<file path="config.mk">
export PLATFORM = sky130hd
export DESIGN_NAME = wt_snoop_ctrl
export DESIGN_NICKNAME = d
export VERILOG_FILES = /design/src/rtl/wt_snoop_pkg.sv /design/src/rtl/wt_snoop_dp.sv /design/src/rtl/wt_snoop_fsm.sv /design/src/rtl/wt_snoop_ctrl.sv
export SDC_FILE = /design/constraint.sdc
export NUM_CORES = 1
export LEC_CHECK = 0
export ABC_AREA = 1
export BUFFER_PORTS_ARGS = -buffer_cell sky130_fd_sc_hd__buf_2
export CORE_UTILIZATION = 35
export CTS_CLUSTER_DIAMETER = 120
export CTS_CLUSTER_SIZE = 14
export DETAILED_ROUTE_END_ITERATION = 6
export PLACE_DENSITY = 0.56
export SLEW_MARGIN = 0
export SYNTH_ARGS = -nofsm -noshare
export SYNTH_HDL_FRONTEND = slang
export SYNTH_SLANG_ARGS = --single-unit
</file>
<file path="constraint.sdc">
create_clock -name clk -period 4.2 [get_ports clk]
set_clock_uncertainty 0.15 [all_clocks]
set_input_delay 0.42 -clock clk [delete_from_list [all_inputs] [get_ports clk]]
set_output_delay 0.42 -clock clk [all_outputs]
set_load 0.005 [all_outputs]
</file>
<file path="src/rtl/wt_snoop_pkg.sv">
package wt_snoop_pkg;

  typedef enum logic [1:0] {
    ST_IDLE,
    ST_REQ,
    ST_WAIT,
    ST_DONE
  } ctrlState_e;

  // Strobes from the control to the datapath
  typedef struct packed {
    logic latchReq;   // capture the processor request
    logic waitPhase;  // own transaction granted, response pending
    logic fillReq;    // memory response for the pending request
  } dpStrobe_t;

  localparam logic CMD_GETS = 1'b0;
  localparam logic CMD_GETX = 1'b1;

endpackage

</file>
<file path="src/rtl/wt_snoop_dp.sv">
module wt_snoop_dp
  import wt_snoop_pkg::*;
#(
  parameter int ENTRIES     = 16,
  parameter int ADDR_W      = 32,
  parameter int BLOCK_BYTES = 32
) (
  input  logic              clk,
  input  logic              rstN,
  input  dpStrobe_t         strobe,
  input  logic [ADDR_W-1:0] cpuReqAddr,
  input  logic              cpuReqStore,
  input  logic              snoopValid,
  input  logic              snoopCmd,
  input  logic [ADDR_W-1:0] snoopAddr,
  output logic              reqHit,
  output logic              pendStore,
  output logic [ADDR_W-1:0] pendBlockAddr
);

  localparam int OFF_W = $clog2(BLOCK_BYTES);
  localparam int IDX_W = $clog2(ENTRIES);
  localparam int TAG_W = ADDR_W - OFF_W - IDX_W;

  logic              validQ [ENTRIES];
  logic [TAG_W-1:0]  tagQ   [ENTRIES];

  logic [ADDR_W-1:0] pendAddrQ;
  logic              pendStoreQ;
  logic              killQ;

  logic [IDX_W-1:0]  reqIdx, snIdx, pendIdx;
  logic [TAG_W-1:0]  reqTag, snTag, pendTag;
  logic              snoopHit, killNow, killHit, fillWe;

  assign reqIdx  = cpuReqAddr[OFF_W +: IDX_W];
  assign reqTag  = cpuReqAddr[ADDR_W-1 -: TAG_W];
  assign snIdx   = snoopAddr[OFF_W +: IDX_W];
  assign snTag   = snoopAddr[ADDR_W-1 -: TAG_W];
  assign pendIdx = pendAddrQ[OFF_W +: IDX_W];
  assign pendTag = pendAddrQ[ADDR_W-1 -: TAG_W];

  assign reqHit   = validQ[reqIdx] && (tagQ[reqIdx] == reqTag);
  assign snoopHit = snoopValid && (snoopCmd == CMD_GETX)
                    && validQ[snIdx] && (tagQ[snIdx] == snTag);

  // Another agent's exclusive read to the pending block after our grant
  assign killHit = strobe.waitPhase && snoopValid && (snoopCmd == CMD_GETX)
                   && (snoopAddr[ADDR_W-1:OFF_W] == pendAddrQ[ADDR_W-1:OFF_W]);
  assign killNow = killQ || killHit;
  assign fillWe  = strobe.fillReq && !pendStoreQ && !killNow;

  always_ff @(posedge clk or negedge rstN) begin
    if (!rstN) begin
      pendAddrQ  <= '0;
      pendStoreQ <= 1'b0;
    end else if (strobe.latchReq) begin
      pendAddrQ  <= {cpuReqAddr[ADDR_W-1:OFF_W], {OFF_W{1'b0}}};
      pendStoreQ <= cpuReqStore;
    end
  end

  always_ff @(posedge clk or negedge rstN) begin
    if (!rstN)                killQ <= 1'b0;
    else if (strobe.latchReq) killQ <= 1'b0;
    else if (killHit)         killQ <= 1'b1;
  end

  generate
    for (genvar i = 0; i < ENTRIES; i++) begin : g_line
      logic fillHere, invHere;
      assign fillHere = fillWe && (pendIdx == IDX_W'(i));
      assign invHere  = snoopHit && (snIdx == IDX_W'(i));

      always_ff @(posedge clk or negedge rstN) begin
        if (!rstN) begin
          validQ[i] <= 1'b0;
          tagQ[i]   <= '0;
        end else if (fillHere) begin
          validQ[i] <= 1'b1;
          tagQ[i]   <= pendTag;
        end else if (invHere) begin
          validQ[i] <= 1'b0;
        end
      end
    end
  endgenerate

  assign pendStore     = pendStoreQ;
  assign pendBlockAddr = pendAddrQ;


  snoop_inv_chk: assert property (@(posedge clk) disable iff (!rstN)
    (snoopHit && !(fillWe && pendIdx == snIdx)) |=> !validQ[$past(snIdx)]);


  kill_blocks_fill_chk: assert property (@(posedge clk) disable iff (!rstN)
    (strobe.fillReq && !pendStoreQ && killQ)
      |=> !(validQ[$past(pendIdx)] && tagQ[$past(pendIdx)] == $past(pendTag)));

endmodule

</file>
<file path="src/rtl/wt_snoop_fsm.sv">
module wt_snoop_fsm
  import wt_snoop_pkg::*;
(
  input  logic      clk,
  input  logic      rstN,
  input  logic      cpuReqValid,
  input  logic      cpuReqStore,
  input  logic      reqHit,
  input  logic      busGrant,
  input  logic      memRespValid,
  output dpStrobe_t strobe,
  output logic      cpuReady,
  output logic      cpuDone,
  output logic      busReqValid
);

  ctrlState_e stateQ, stateD;

  always_ff @(posedge clk or negedge rstN) begin
    if (!rstN) stateQ <= ST_IDLE;
    else       stateQ <= stateD;
  end

  always_comb begin
    stateD = stateQ;
    strobe = '0;
    unique case (stateQ)
      ST_IDLE: begin
        if (cpuReqValid) begin
          strobe.latchReq = 1'b1;
          stateD = (!cpuReqStore && reqHit) ? ST_DONE : ST_REQ;
        end
      end
      ST_REQ: begin
        if (busGrant) stateD = ST_WAIT;
      end
      ST_WAIT: begin
        strobe.waitPhase = 1'b1;
        if (memRespValid) begin
          strobe.fillReq = 1'b1;
          stateD = ST_DONE;
        end
      end
      ST_DONE: stateD = ST_IDLE;
      default: stateD = ST_IDLE;
    endcase
  end

  assign cpuReady    = (stateQ == ST_IDLE);
  assign cpuDone     = (stateQ == ST_DONE);
  assign busReqValid = (stateQ == ST_REQ);


  req_hold_chk: assert property (@(posedge clk) disable iff (!rstN)
    (busReqValid && !busGrant) |=> busReqValid);


  accept_busy_chk: assert property (@(posedge clk) disable iff (!rstN)
    (cpuReady && cpuReqValid) |=> !cpuReady);


  done_needs_resp_chk: assert property (@(posedge clk) disable iff (!rstN)
    (stateQ == ST_WAIT && !memRespValid) |=> !cpuDone);

endmodule

</file>
<file path="src/rtl/wt_snoop_ctrl.sv">
module wt_snoop_ctrl
  import wt_snoop_pkg::*;
#(
  parameter int ENTRIES     = 16,
  parameter int ADDR_W      = 32,
  parameter int BLOCK_BYTES = 32
) (
  input  logic              clk,
  input  logic              rstN,
  input  logic              cpuReqValid,
  input  logic              cpuReqStore,
  input  logic [ADDR_W-1:0] cpuReqAddr,
  output logic              cpuReady,
  output logic              cpuDone,
  output logic              busReqValid,
  output logic              busReqCmd,
  output logic [ADDR_W-1:0] busReqAddr,
  input  logic              busGrant,
  input  logic              memRespValid,
  input  logic              snoopValid,
  input  logic              snoopCmd,
  input  logic [ADDR_W-1:0] snoopAddr
);

  dpStrobe_t strobe;
  logic      reqHit, pendStore;

  wt_snoop_fsm u_fsm (
    .clk          (clk),
    .rstN         (rstN),
    .cpuReqValid  (cpuReqValid),
    .cpuReqStore  (cpuReqStore),
    .reqHit       (reqHit),
    .busGrant     (busGrant),
    .memRespValid (memRespValid),
    .strobe       (strobe),
    .cpuReady     (cpuReady),
    .cpuDone      (cpuDone),
    .busReqValid  (busReqValid)
  );

  wt_snoop_dp #(
    .ENTRIES     (ENTRIES),
    .ADDR_W      (ADDR_W),
    .BLOCK_BYTES (BLOCK_BYTES)
  ) u_dp (
    .clk           (clk),
    .rstN          (rstN),
    .strobe        (strobe),
    .cpuReqAddr    (cpuReqAddr),
    .cpuReqStore   (cpuReqStore),
    .snoopValid    (snoopValid),
    .snoopCmd      (snoopCmd),
    .snoopAddr     (snoopAddr),
    .reqHit        (reqHit),
    .pendStore     (pendStore),
    .pendBlockAddr (busReqAddr)
  );

  assign busReqCmd = pendStore ? CMD_GETX : CMD_GETS;


  reset_idle_chk: assert property (@(posedge clk)
    !rstN |=> (cpuReady && !busReqValid && !cpuDone));


  bus_stable_chk: assert property (@(posedge clk) disable iff (!rstN)
    (busReqValid && !busGrant) |=> ($stable(busReqCmd) && $stable(busReqAddr)));

endmodule

</file>
## Yosys cells after proc, flatten, opt, wreduce, memory -nomap -nowiden

Index checks and enable logic that the tools add are counted.

- Word-level logic and storage cells: 202
- Output and inout port bits: 36
- Register bits after elaboration: 415

- Magnitude comparators: 2
- Mux-type cells: 56
- Bitwise logic cells: 2
- Reductions and logical operators: 67
- Equal/unequal tests: 39

Operators by type and width:

| kind | number |
|---|---|
| binary-select mux 23 bit (select 4 bit) | 2 |
| 2-to-1 mux 23 bit | 4 |
| equality test 4 bit, second input constant | 16 |
| equality test 23 bit | 2 |
| logical AND 1 bit | 42 |
| 2-to-1 mux 1 bit | 42 |
| nonzero test 2 bit | 17 |
| equality test 4 x 3 -> 1 bit, second input constant | 8 |
| equality test 27 bit | 1 |
| equality test 4 x 2 -> 1 bit, second input constant | 4 |
| greater-or-equal comparator 5 bit, second input constant | 2 |
| 2-to-1 mux 2 bit | 5 |
| NOT 4 -> 5 bit | 2 |
| binary-select mux 1 bit (select 4 bit) | 2 |
| equality test 4 x 1 -> 1 bit, second input constant | 2 |
| zero test 4 bit | 2 |
| one-hot mux 2 bit (4 select lines) | 1 |
| equality test 2 bit, second input constant | 2 |
| != test 2 bit, second input constant | 2 |
| zero test 1 bit | 3 |
| AND reduction 3 bit | 1 |
| equality test 2 x 1 -> 1 bit, second input constant | 1 |
| zero test 2 bit | 1 |
| != test 2 x 1 -> 1 bit, second input constant | 1 |
| logical OR 1 bit | 1 |

## Depth between registers and ports, before layout

- Depth after elaboration: 10
- Depth in mapped cells: 19

## Modules after synthesis

A second synthesis with hierarchy kept.

- Cells, all modules: 3,425
- Area total of the unflattened synthesis: 23,761.5 um2

By module, submodules not included:

| module | instances | cells each | area an instance (um2) |
|---|---|---|---|
| wt_snoop_dp | 1 | 3,390 | 23,535.1 |
| wt_snoop_fsm | 1 | 35 | 226.5 |

## Least setup slack after synthesis

OpenSTA, ideal clock, no wires.

- Path kind: input -> register
- Start: input port snoopAddr[6]
- End: register u_dp.validQ[4] (netlist name)
- Data arrival time: 2,045 ps
- Setup time: 130 ps
- Buffers on the path: 3
- Cell stages on the path: 17
- Setup slack: 1,876 ps
- Required time: 3,920 ps
- Cells stage by stage: buf_4 -> inv_4 -> clkbuf_1 -> nand3_1 -> nand3_1 -> nand2_1 -> nand2_1 -> nor2_1 -> nand2_1 -> nand2_1 -> nor2_1 -> nand2_1 -> nor2_2 -> buf_2 -> nand4_1 -> nand2_1 -> nand2_1

- Longest elaborated chain between the ends: 8
- Elaborated cells on any way between the ends: 20
- Those cells by class: eq/ne: 3; mux: 7; bitwise: 1; reduce/logical: 9

Ends and longest elaborated chain:

| item | line | text |
|---|---|---|
| from (decl) | wt_snoop_ctrl.sv:22 | `input logic [ADDR_W-1:0] snoopAddr` |
| NOT 4 -> 5 bit (not written as such) | wt_snoop_dp.sv:45 | `&& validQ[snIdx] && (tagQ[snIdx] == snTag);` |
| binary-select mux 23 bit (select 4 bit) or binary-select mux 1 bit (select 4 bit) (tied branches) | wt_snoop_dp.sv:45 |  |
| 2-to-1 mux 23 bit (not written as such) or 2-to-1 mux 1 bit (tied branches) (2 in series) | wt_snoop_dp.sv:45 |  |
| equality test 23 bit or logical AND 1 bit (tied branches) | wt_snoop_dp.sv:45 |  |
| logical AND 1 bit | wt_snoop_dp.sv:45 |  |
| logical AND 1 bit | wt_snoop_dp.sv:73 | `assign invHere = snoopHit && (snIdx == IDX_W'(i));` |
| nonzero test 2 bit (no source line) | -- |  |
| to (signal, indexed assignment) | wt_snoop_dp.sv:77 | `validQ[i] <= 1'b0;` |
| to (signal, indexed assignment) | wt_snoop_dp.sv:80 | `validQ[i] <= 1'b1;` |
| to (signal, indexed assignment) | wt_snoop_dp.sv:83 | `validQ[i] <= 1'b0;` |
| to (decl) | wt_snoop_dp.sv:25 | `logic validQ [ENTRIES];` |

Several ways; a longest one is shown, not always the timed one. The select of a mux whose other input is x is not followed.
A chain may end at the register's enable or synchronous reset.

## Worst setup path in the final report

- Start: register u_fsm.stateQ[0]
- End: register u_dp.tagQ[45] (netlist name)

- Longest elaborated chain between the ends: 9
- Elaborated cells on any way between the ends: 10
- Those cells by class: eq/ne: 1; mux: 1; reduce/logical: 8

Ends and longest elaborated chain:

| item | line | text |
|---|---|---|
| from (decl) | wt_snoop_fsm.sv:17 | `ctrlState_e stateQ, stateD;` |
| from (signal assigned) | wt_snoop_fsm.sv:21 | `else stateQ <= stateD;` |
| equality test 2 bit * | wt_snoop_fsm.sv:27 | `unique case (stateQ)` |
| 2-to-1 mux 2 bit * | wt_snoop_fsm.sv:27 |  |
| logical AND 1 bit (2 in series) | wt_snoop_dp.sv:48 | `assign killHit = strobe.waitPhase && snoopValid && (snoopCmd == CMD_GETX)` |
| logical AND 1 bit | wt_snoop_dp.sv:49 | `&& (snoopAddr[ADDR_W-1:OFF_W] == pendAddrQ[ADDR_W-1:OFF_W]);` |
| logical OR 1 bit | wt_snoop_dp.sv:50 | `assign killNow = killQ \|\| killHit;` |
| zero test 1 bit | wt_snoop_dp.sv:51 | `assign fillWe = strobe.fillReq && !pendStoreQ && !killNow;` |
| logical AND 1 bit * | wt_snoop_dp.sv:51 |  |
| logical AND 1 bit * | wt_snoop_dp.sv:72 | `assign fillHere = fillWe && (pendIdx == IDX_W'(i));` |
| to (signal, indexed assignment) | wt_snoop_dp.sv:81 | `tagQ[i] <= pendTag;` |
| to (decl) | wt_snoop_dp.sv:26 | `logic [TAG_W-1:0] tagQ [ENTRIES];` |

Every way passes the cells marked *; elsewhere a longest branch is shown, timed or not.

==> results by group <==
CTS
  – Clk root buf: clkbuf_16
  – Clock Sinks: 415
  – Hold_buf cts: 16
  – Worst-skew pair later-pin latency: 0.59 ns
  – TritonCTS clock tree: built
  – Cts bufs inserted: 35
  – Post-CTS Setup Repair Bufs: 0
  – H-tree depth: 2
  – Cts repair resizes: 0
  – Clock slew at reported path FFs: approximately 0.070 ns
  – Max Root-Sink Buffers: 3

Layout
  – Filler cells: about 8000
  – P&R area growth vs syn: 10.5%
  – Register Area: 10400 sq um
  – Fraction of layout cells with a size suffix above 1: approximately 8.1%
  – Post-route insts no fill: 4898
  – NumNets Final: around 4000
  – Antenna diodes: 0
  – Multi-input logic area: 13800 sq um

Timing
  – Setup TNS: 0 ns
  – Tmin final: 3.11 ns
  – F_max: 0.321 GHz
  – Period utilization: 74.1%
  – Max-slew violations: 0
  – # setup viols final: 0
  – Max-slew headroom: 32.2%
  – Actual slew at the worst max-slew pin: approximately 1.0 ns
  – Final hold slack: 0.0233 ns
  – Final Hold Vio Count: 0
  – Unrepaired setup endpoints after global routing: no

Critical path
  – CP Launch Type: flop
  – CP required: around 4.6 ns
  – Critical path class: flop to flop
  – Crit path DAT: 3.48 ns
  – CP delay by family, top: buffers and inverters
  – Critical-path cell list: inv_1 -> ha_1 -> inv_1 -> a21oi_1 -> nand4_1 -> nor3_1 -> a41oi_4 -> buf_4 -> nand3_1 -> buf_4 -> nand2_1 -> nand2_1
  – Buf+Inv Stages, Crit Path: 4
  – Worst path slowest cell: dfrtp_1
  – Crit Path Max Fanout: 18
  – Largest stage delay, worst path: 0.40 ns
  – Worst Setup End Kind: flop

Place
  – Routability cong.: 0.996
  – DP Wirelength: 75000 microns
  – Port bufs: 92
  – Dpl cells: approximately 4800

Run status
  – Status: completed

Routing
  – Via density: 5.79
  – DRT Pass-1 Iters: 6
  – Final ANT Viol Nets: 0
  – DRT iter0 DRCs: 4015
  – DR DRC count: 0
  – Routed wire length: 119000 microns
  – Routed len/inst: about 24 microns
  – Via Count: around 28000

Global routing
  – Total grt overflow: 0
  – First-pass GRT wire length: roughly 170000 microns
  – Initial antenna violation count: 1
  – Total GRT Usage: 31.0%
  – Largest net degree at the start of global routing: between 150 and 200
  – Vias in the first global route: around 26000

Power
  – Max VDD drop: 381 uV
  – LEAKAGE: 15.2 nW
  – Power Dens Cells: 545 nW/um^2
  – Total power: 15.7 mW

Min path
  – HP Class: input pin to flop

Die
  – Core Area: 73500 sq um
  – Die Ht: approximately 280 microns
  – Cell Rows: 99
  – Starting density of the core: 35.6%
  – Width of the die: about 280 microns
  – Die area: 75700 sq um
  – Io pins: 108

Synth
  – Top cells by area, synth: dfrtp_1 40%, nand2_1 25%, nand4_1 10%, nor2_1 5.2%, nand3_1 5.1%
  – Synth Area per Inst: 6.53 sq um
  – #FFs+latches synth: slightly above 400
  – Area share of the largest cell type after synthesis: 39.8%
  – Register area share after synthesis: 39.8%
  – Cell area after synthesis: 26100 sq um
  – Cells after Synth: 3998
  – Post-synth top area cell: dfrtp_1
  – Number of synthesis warnings: 0
  – Post-synth cell types: 29

Run
  – Max Cap Viol: 0
[placed cells by master (no fill, tap or decap), types with 2 or more instances in the layout]
cell	count
clkbuf_16	36
o21bai_1	12
nor2_4	3
nor4_1	2
inv_2	2
o21ai_1	13
nor3_1	3
nand2_1	1724
or2_2	7
inv_4	4
nand3_1	264
dfrtp_1	415
o21ai_0	192
ha_1	4
dlygate4sd3_1	16
conb_1	5
o211ai_1	38
buf_4	124
nand3_2	2
buf_2	87
nor2_1	344
xor2_1	4
xnor2_1	11
nand4_1	428
inv_1	122
nor2_2	21
a21oi_1	20
buf_12	27
[worst paths after layout]
check | endpoint | depth (start not counted) | from | slack [ns]
worst min register to register | u_dp.tagQ[262] | 2 | u_dp.tagQ[262] | 0.33
min in group asynchronous | u_dp.tagQ[63] | 2 | rstN | 0.30
worst min-delay path | u_dp.pendBlockAddr[26] | 3 | cpuReqAddr[26] | 0.02
worst max-delay path | u_dp.tagQ[45] | 12 | u_fsm.stateQ[0] | 1.09
max in group asynchronous | u_dp.tagQ[4] | 3 | rstN | 2.56
worst max register to register | u_dp.tagQ[45] | 12 | u_fsm.stateQ[0] | 1.09
[Yosys cell counts (all sizes together)]
| cell | count |
|---|---|
| nand2 | 1725 |
| nand4 | 428 |
| dfrtp | 415 |
| nor2 | 368 |
| nand3 | 266 |
| o21ai | 205 |
| buf | 195 |
| clkbuf | 164 |
| inv | 128 |
| o211ai | 38 |
| a21oi | 20 |
| o21bai | 12 |
| xnor2 | 11 |
| or2 | 7 |
| ha | 4 |
| xor2 | 4 |
| nor3 | 3 |
| nor4 | 2 |
| a41oi | 1 |
| conb | 1 |
| o2111ai | 1 |
[flip-flops by register name (all words and copies together) (netlist names)]
signal,flops
u_dp.tagQ,368
u_dp.pendBlockAddr,27
u_dp.pendStore,1
u_fsm.stateQ,2
u_dp.validQ,16
u_dp.killQ,1
[metrics by stage]
step	setup WS (ns)	util [%]	cell area [sq um]
finish	1.09	39.3	28900
global route	0.831	39.3	28900
CTS	1.15	39.3	28900
detailed placement	0.764	37.8	27800
global placement	0.748	37.8	27800
floorplan	1.88	-	26100
[layer usage]
metal	vias to the layer above	wire length [microns]	GRT usage [%]	part of all wire, %
met2	1631	50900	45.7	43
met3	278	13400	7.00	11
met1	13500	49900	43.7	42
met4	2	4630	11.8	3.9
met5	-	16	0	0.013
li1	12900	-	-	-
[layout make-up]
cell class	count	share of cell area (%)
flip-flops and latches	415	36.0
clock buffers	36	3.12
well taps	959	4.16
inverters	128	1.70
multi-input cells	3100	47.7
repair buffers	257	7.30
clock inverters	3	0.113
[worst reg2reg max path: stages, from the launching register on]
cell     delay [ns]
dfrtp_1        0.40
inv_1          0.09
ha_1           0.19
inv_1          0.13
a21oi_1        0.32
nand4_1        0.14
nor3_1         0.28
a41oi_4        0.38
buf_4          0.32
nand3_1        0.10
buf_4          0.37
nand2_1        0.13
nand2_1        0.07
[power by group]
group	internal (mW)	total, mW	switching, mW	leakage [nW]
sequential	5.36	6.61	1.25	5.64
clock	1.53	3.18	1.64	0.455
combinational	1.76	5.96	4.20	9.09
[logic make-up after synthesis]
| family | after synthesis | share of synthesized area (%) |
|---|---|---|
| simple gates | 2799 | 45.8 |
| compound gates | 277 | 5.84 |
| other cells | 1 | 0.0144 |
| flops | 415 | 39.8 |
| xor+xnor | 15 | 0.503 |
| fa+ha+maj | 4 | 0.192 |
| buf+inv | 487 | 7.91 |
(Power assumes the default switching activity.)
